--- config.mk ---
export PLATFORM = sky130hd
export DESIGN_NAME = hdr_ratio_detect
export DESIGN_NICKNAME = d
export VERILOG_FILES = /design/src/rtl/hdr_ratio_pkg.sv /design/src/rtl/hdr_word_tracker.sv /design/src/rtl/hdr_field_capture.sv /design/src/rtl/hdr_ratio_detect.sv
export SDC_FILE = /design/constraint.sdc
export NUM_CORES = 1
export LEC_CHECK = 0
export ABC_CLOCK_PERIOD_IN_PS = 1300
export CORE_MARGIN = 3
export CORE_UTILIZATION = 50
export DETAILED_ROUTE_END_ITERATION = 10
export DONT_BUFFER_PORTS = 1
export GPL_TIMING_DRIVEN = 0
export PLACE_DENSITY = 0.66
export SETUP_SLACK_MARGIN = 0.4
export SLEW_MARGIN = 20
export SYNTH_ARGS = -nofsm -noshare
export SYNTH_HDL_FRONTEND = slang
export SYNTH_SLANG_ARGS = --single-unit
--- constraint.sdc ---
create_clock -name clk -period 1.3 [get_ports clk]
set_input_delay 0.13 -clock clk [delete_from_list [all_inputs] [get_ports clk]]
set_output_delay 0.13 -clock clk [all_outputs]
set_load 0.05 [all_outputs]
--- src/rtl/hdr_ratio_pkg.sv ---
package hdr_ratio_pkg;

   typedef enum logic [1:0] {
      RATIO_X1 = 2'd0,
      RATIO_X2 = 2'd1,
      RATIO_X4 = 2'd2,
      RATIO_X8 = 2'd3
   } ratio_e;

   // Compressed images start at x4, encrypted-only at x2; the wide port
   // doubles the ratio by stepping the code once.
   function automatic ratio_e pick_ratio(input logic enc, input logic comp,
                                         input logic wide);
      logic [1:0] base;
      if (!enc && !comp) begin
         return RATIO_X1;
      end
      base = comp ? 2'd2 : 2'd1;
      return ratio_e'(base + {1'b0, wide});
   endfunction

endpackage

--- src/rtl/hdr_word_tracker.sv ---
module hdr_word_tracker #(
   parameter int ENC_IDX  = 69,
   parameter int COMP_IDX = 229
) (
   input  logic clk,
   input  logic rst_n,
   input  logic sof,
   input  logic word_vld,
   input  logic word_last,
   output logic at_enc,
   output logic at_comp,
   output logic short_end
);

   localparam int CNT_W = $clog2(COMP_IDX + 2);
   localparam logic [CNT_W-1:0] ENC_POS  = CNT_W'(ENC_IDX);
   localparam logic [CNT_W-1:0] COMP_POS = CNT_W'(COMP_IDX);
   localparam logic [CNT_W-1:0] CNT_MAX  = CNT_W'(COMP_IDX + 1);

   logic [CNT_W-1:0] cnt_q;
   logic [CNT_W-1:0] cur_idx;
   logic             open_q;
   logic             accept;

   assign accept  = word_vld && (sof || open_q);
   assign cur_idx = sof ? '0 : cnt_q;

   always_ff @(posedge clk or negedge rst_n) begin
      if (!rst_n) begin
         cnt_q  <= '0;
         open_q <= 1'b0;
      end else begin
         if (accept && word_last) begin
            open_q <= 1'b0;
         end else if (sof) begin
            open_q <= 1'b1;
         end
         if (accept && (cur_idx != CNT_MAX)) begin
            cnt_q <= cur_idx + CNT_W'(1);
         end else if (sof) begin
            cnt_q <= '0;
         end
      end
   end

   assign at_enc    = accept && (cur_idx == ENC_POS);
   assign at_comp   = accept && (cur_idx == COMP_POS);
   assign short_end = accept && word_last && (cur_idx < COMP_POS);

   // Words without a strobe never reach the decoders
   assert_idle_no_decode_R12: assert property (@(posedge clk) disable iff (!rst_n)
      !word_vld |-> (!at_enc && !at_comp && !short_end));

   // Once the image is closed, no decode until a new start
   assert_closed_ignored_R10: assert property (@(posedge clk) disable iff (!rst_n)
      (accept && word_last && !sof) |=> (!sof |-> (!at_comp && !short_end)));

endmodule

--- src/rtl/hdr_field_capture.sv ---
module hdr_field_capture #(
   parameter int DATA_W          = 32,
   parameter int ENC_LO          = 2,
   parameter int ENC_HI          = 3,
   parameter int COMP_BIT        = 1,
   parameter bit COMP_ACTIVE_LOW = 1'b1
) (
   input  logic              clk,
   input  logic              rst_n,
   input  logic              sof,
   input  logic              at_enc,
   input  logic [DATA_W-1:0] word_data,
   output logic              enc_flag,
   output logic              comp_now
);

   localparam int ENC_W = ENC_HI - ENC_LO + 1;

   logic [ENC_W-1:0] enc_or;
   logic             enc_hit;
   logic             unused_bits;

   assign unused_bits = ^word_data;

   // OR-reduce the encryption mode field bit by bit
   genvar gi;
   generate
      for (gi = 0; gi < ENC_W; gi++) begin : g_enc_or
         if (gi == 0) begin : g_first
            assign enc_or[gi] = word_data[ENC_LO];
         end else begin : g_rest
            assign enc_or[gi] = enc_or[gi-1] | word_data[ENC_LO + gi];
         end
      end
   endgenerate
   assign enc_hit = enc_or[ENC_W-1];

   // Compression bit polarity variant
   generate
      if (COMP_ACTIVE_LOW) begin : g_comp_low
         assign comp_now = ~word_data[COMP_BIT];
      end else begin : g_comp_high
         assign comp_now = word_data[COMP_BIT];
      end
   endgenerate

   always_ff @(posedge clk or negedge rst_n) begin
      if (!rst_n) begin
         enc_flag <= 1'b0;
      end else if (at_enc) begin
         enc_flag <= enc_hit;
      end else if (sof) begin
         enc_flag <= 1'b0;
      end
   end

   // Encryption indication is only taken from the header word
   assert_enc_hold_R2: assert property (@(posedge clk) disable iff (!rst_n)
      (!at_enc && !sof) |=> $stable(enc_flag));

endmodule

--- src/rtl/hdr_ratio_detect.sv ---
module hdr_ratio_detect
   import hdr_ratio_pkg::*;
#(
   parameter int DATA_W          = 32,
   parameter int ENC_IDX         = 69,
   parameter int ENC_LO          = 2,
   parameter int ENC_HI          = 3,
   parameter int COMP_IDX        = 229,
   parameter int COMP_BIT        = 1,
   parameter bit COMP_ACTIVE_LOW = 1'b1
) (
   input  logic              clk,
   input  logic              rst_n,
   input  logic              sof,
   input  logic              word_vld,
   input  logic              word_last,
   input  logic [DATA_W-1:0] word_data,
   input  logic              wide_sel,
   output logic [1:0]        ratio_code,
   output logic              ratio_vld,
   output logic              short_err
);

   generate
      if (ENC_IDX < 0 || ENC_IDX >= COMP_IDX) begin : g_bad_order
         $error("encryption word must precede the compression word");
      end
      if (ENC_LO > ENC_HI || ENC_HI >= DATA_W) begin : g_bad_enc
         $error("encryption field outside the data word");
      end
      if (COMP_BIT < 0 || COMP_BIT >= DATA_W) begin : g_bad_comp
         $error("compression bit outside the data word");
      end
   endgenerate

   logic   at_enc;
   logic   at_comp;
   logic   short_end;
   logic   enc_flag;
   logic   comp_now;
   ratio_e ratio_q;
   logic   vld_q;
   logic   err_q;

   hdr_word_tracker #(
      .ENC_IDX  (ENC_IDX),
      .COMP_IDX (COMP_IDX)
   ) tracker_i (
      .clk       (clk),
      .rst_n     (rst_n),
      .sof       (sof),
      .word_vld  (word_vld),
      .word_last (word_last),
      .at_enc    (at_enc),
      .at_comp   (at_comp),
      .short_end (short_end)
   );

   hdr_field_capture #(
      .DATA_W          (DATA_W),
      .ENC_LO          (ENC_LO),
      .ENC_HI          (ENC_HI),
      .COMP_BIT        (COMP_BIT),
      .COMP_ACTIVE_LOW (COMP_ACTIVE_LOW)
   ) capture_i (
      .clk       (clk),
      .rst_n     (rst_n),
      .sof       (sof),
      .at_enc    (at_enc),
      .word_data (word_data),
      .enc_flag  (enc_flag),
      .comp_now  (comp_now)
   );

   always_ff @(posedge clk or negedge rst_n) begin
      if (!rst_n) begin
         ratio_q <= RATIO_X1;
         vld_q   <= 1'b0;
         err_q   <= 1'b0;
      end else begin
         if (sof) begin
            ratio_q <= RATIO_X1;
            vld_q   <= 1'b0;
            err_q   <= 1'b0;
         end
         if (at_comp) begin
            ratio_q <= pick_ratio(enc_flag, comp_now, wide_sel);
            vld_q   <= 1'b1;
         end
         if (short_end) begin
            err_q <= 1'b1;
         end
      end
   end

   assign ratio_code = ratio_q;
   assign ratio_vld  = vld_q;
   assign short_err  = err_q;

   assert_idle_code_R1: assert property (@(posedge clk) disable iff (!rst_n)
      !ratio_vld |-> (ratio_code == 2'd0));

   assert_plain_x1_R4: assert property (@(posedge clk) disable iff (!rst_n)
      $rose(ratio_vld) |-> ((ratio_code == 2'd0) == $past(!enc_flag && !comp_now)));

   assert_comp_min_x4_R5: assert property (@(posedge clk) disable iff (!rst_n)
      ($rose(ratio_vld) && $past(comp_now)) |-> ratio_code[1]);

   assert_hold_R7: assert property (@(posedge clk) disable iff (!rst_n)
      (ratio_vld && !sof) |=> (ratio_vld && $stable(ratio_code)));

   assert_vld_err_excl_R8: assert property (@(posedge clk) disable iff (!rst_n)
      !(ratio_vld && short_err));

   assert_sof_clear_R9: assert property (@(posedge clk) disable iff (!rst_n)
      (sof && !(word_vld && word_last)) |=> (!ratio_vld && !short_err));

endmodule

==> results by group <==
CTS
  – Clk slew on worst S/H paths: 80 ps
  – Clock Tree Buf Depth: 2
  – CTS H-tree depth: 1
  – # clock sinks: 14
  – TritonCTS buffer count: 3
  – Worst-skew pair later-pin latency: 280 ps
  – CTS tree: done
  – Cts-stage hold buffer count: 3
  – Clock root buffer: clkbuf_4

Floorplanning
  – Io pins: 42
  – Die span in y: 46.5 µm
  – Core Footprint: 0.00142 mm²
  – Row cnt: 13
  – Initial Util: 0.579
  – Die footprint: 0.00216 mm²
  – Die width: 46.5 µm

STA
  – Fmax: 0.738 GHz
  – Endpoints failing setup: 7
  – Worst clock skew: 1.66 ps
  – Slew HR: 0.569
  – Final period util: 1.04
  – Final worst slack: -54.8 ps
  – Unrepaired setup endpoints after global routing: yes
  – Max-slew violations: 0
  – Final Hold Viols: 14
  – Final hold slack: -68.5 ps
  – Slew @ Worst Pin: 647 ps
  – Min Clock Period, post-route: 1350 ps

Routing
  – DR iter-0 viols: 9
  – Count of antenna-violating nets left after detailed routing: 0
  – Routed vias: 656
  – Drt total wl: 1.70 mm
  – Via/cell ratio: 5.81
  – Avg WL per Cell: 15.0 µm
  – DR pass1 iterations: 4
  – DRC violations left: 0

Cells and area
  – Area growth syn-to-layout: 30.4%
  – Fill cells: 95
  – Antenna diodes: 0
  – Final net count: 143
  – Layout cells sized above 1: 0.439
  – Post-layout utilization of the core: 0.755
  – Final std cells w/o fill: 113
  – Design area: 0.00107 mm²
  – Multi-input logic area: 529 µm²
  – Sequential standard cell area: 359 µm²

Global route
  – First-pass GRT wire length: 2.83 mm
  – GRT Util Overall: 0.192
  – Initial antenna violation count: 0
  – Largest net degree at the start of global routing: 15
  – Grt total ovfl: 0
  – Vias in the first global route: 631

Flow run
  – Maximum capacitance violations: 0

Run status
  – Status: finished with violations
  – Failing checks: hold timing, setup timing

Power
  – Max VDD drop: 767 µV
  – Leak pwr: 0.000470 µW
  – Power Total: 851 µW
  – Cell Pwr Density: 796 mW/mm²

Placement
  – Place WS: -169 ps
  – Routability Congestion: 0.753
  – Placed Cells: 98
  – Placed Area: 897 µm²
  – Port Buffers: 0
  – Hpwl dp: 1.14 mm

Logic synthesis
  – Yosys reg bits: 14
  – Avg Synthesized Cell Area: 9.87 µm²
  – Top cell type by total area after synthesis: dfrtp_1
  – Synthesized Nets: 126
  – Mapped Area: 820 µm²
  – Synth top area cells: dfrtp_1, ha_1, xnor2_1
  – Post-synth cell types: 29
  – Area share of the leading cell type in the synthesized netlist: 0.427
  – Ys Warns: 0
  – Synth Instances: 83
  – Sequential area share after synthesis: 0.427

Critical path
  – Crit-path cells: nand2_2 > inv_2 > ha_1 > and4_4 > and2_4 > a21o_1
  – Crit path max fanout: 4
  – Critical path required time: 1480 ps
  – Largest delay share family, worst path: simple AND/OR/NAND/NOR gates
  – Crit. End Element: flip-flop
  – Crit-path slowest cell: dfrtp_1
  – Worst stage delay on the critical path: 390 ps
  – Critical Path AT: 1530 ps
  – Critical path type: flip-flop to flip-flop
  – CP startpoint kind: flip-flop
  – WP buf/inv: 1

Worst hold path
  – Hold Crit Class: primary input to async pin
[path summary, 6_finish.rpt]
path | from | end | slack, ps | cells after the start
worst min-delay path | rst_n | capture_i.enc_flag$_DFFE_PN0P_ | -70 | 1
worst max-delay path | tracker_i.cnt_q[0]$_DFF_PN0_ | ratio_vld$_DFFE_PN0P_ | -50 | 6
max in group asynchronous | rst_n | tracker_i.cnt_q[3]$_DFF_PN0_ | 910 | 1
worst max register to register | tracker_i.cnt_q[0]$_DFF_PN0_ | ratio_vld$_DFFE_PN0P_ | -50 | 6
min in group clk | word_data[2] | capture_i.enc_flag$_DFFE_PN0P_ | 20 | 2
worst min register to register | capture_i.enc_flag$_DFFE_PN0P_ | capture_i.enc_flag$_DFFE_PN0P_ | 550 | 2
[metrics by stage]
stage	setup TNS (ps)	hold slack (ps)
2_1_floorplan	-266	-166
3_3_place_gp	-777	-165
3_5_place_dp	-828	-165
4_1_cts	-273	18.6
5_1_grt	-952	-21.0
6_report	-254	-68.5
[flip-flops by register name, indices dropped and copies added (netlist names)]
signal              cells
tracker_i.cnt_q         8
ratio_code              2
capture_i.enc_flag      1
ratio_vld               1
short_err               1
tracker_i.open_q        1
[synth_stat cells, drive strengths merged]
cell	n
nor3	1
a31oi	3
inv	4
and4b	2
and3b	2
a21o	1
nand3	5
and4	1
o21a	2
nand4	1
clkinv	1
o21ai	6
nor4b	1
and3	1
nor2b	5
ha	5
a21oi	3
xnor2	4
and2	1
nor2	7
a22o	1
buf	1
dfrtp	14
nand2	9
mux2i	1
or3	1
[cells by family (layout without fill, tap and decap cells)]
logic type      Yosys count  count (layout)  share of synthesized area
flops                    14              14                      0.427
compound gates           16              16                      0.124
mux                       1               1                     0.0122
xor+xnor                  4               4                     0.0427
buf+inv                   6              21                     0.0366
simple gates             37              37                      0.281
fa+ha+maj                 5               5                     0.0763
[routing by layer]
layer	up-vias	part of all wire	GRT usage
met5	-	0	0
met1	317	0.47	0.244
met4	0	0.026	0.119
met2	10	0.46	0.286
met3	4	0.038	0.0508
li1	325	-	-
[repair_timing]
item | in CTS | in global routing
pin swaps | 8 | 8
endpoints found under the setup margin | 17 | 20
gates resized for setup | 11 | 5
endpoints found under the hold margin | 15 | 14
setup buffers | 8 | 1
[power by group]
| part | total [µW] | leakage (µW) | switching, µW | internal, µW |
|---|---|---|---|---|
| Clock | 247 | 0.0000138 | 139 | 107 |
| Combinational | 129 | 0.000279 | 71.7 | 57.2 |
| Sequential | 475 | 0.000177 | 23.0 | 452 |
[placed cells by master (no fill, tap or decap), types with 3 or more instances in the layout]
cell and instances:
buf_4 8, nand2_1 7, nor2_1 7, dfrtp_1 7, dfrtp_2 7, nor2b_1 5
xnor2_1 4, nand3_2 3, a21oi_1 3, o21ai_2 3, clkbuf_4 3
[final cells by class]
cell class,count,share of cell area
inverter,5,0.0222
timing repair buffer,12,0.0972
buffer,1,0.0105
tap,15,0.0176
sequential,14,0.336
multi-input combinational,63,0.495
clock buffer,3,0.0211
Power figures use the tool's default switching activity.
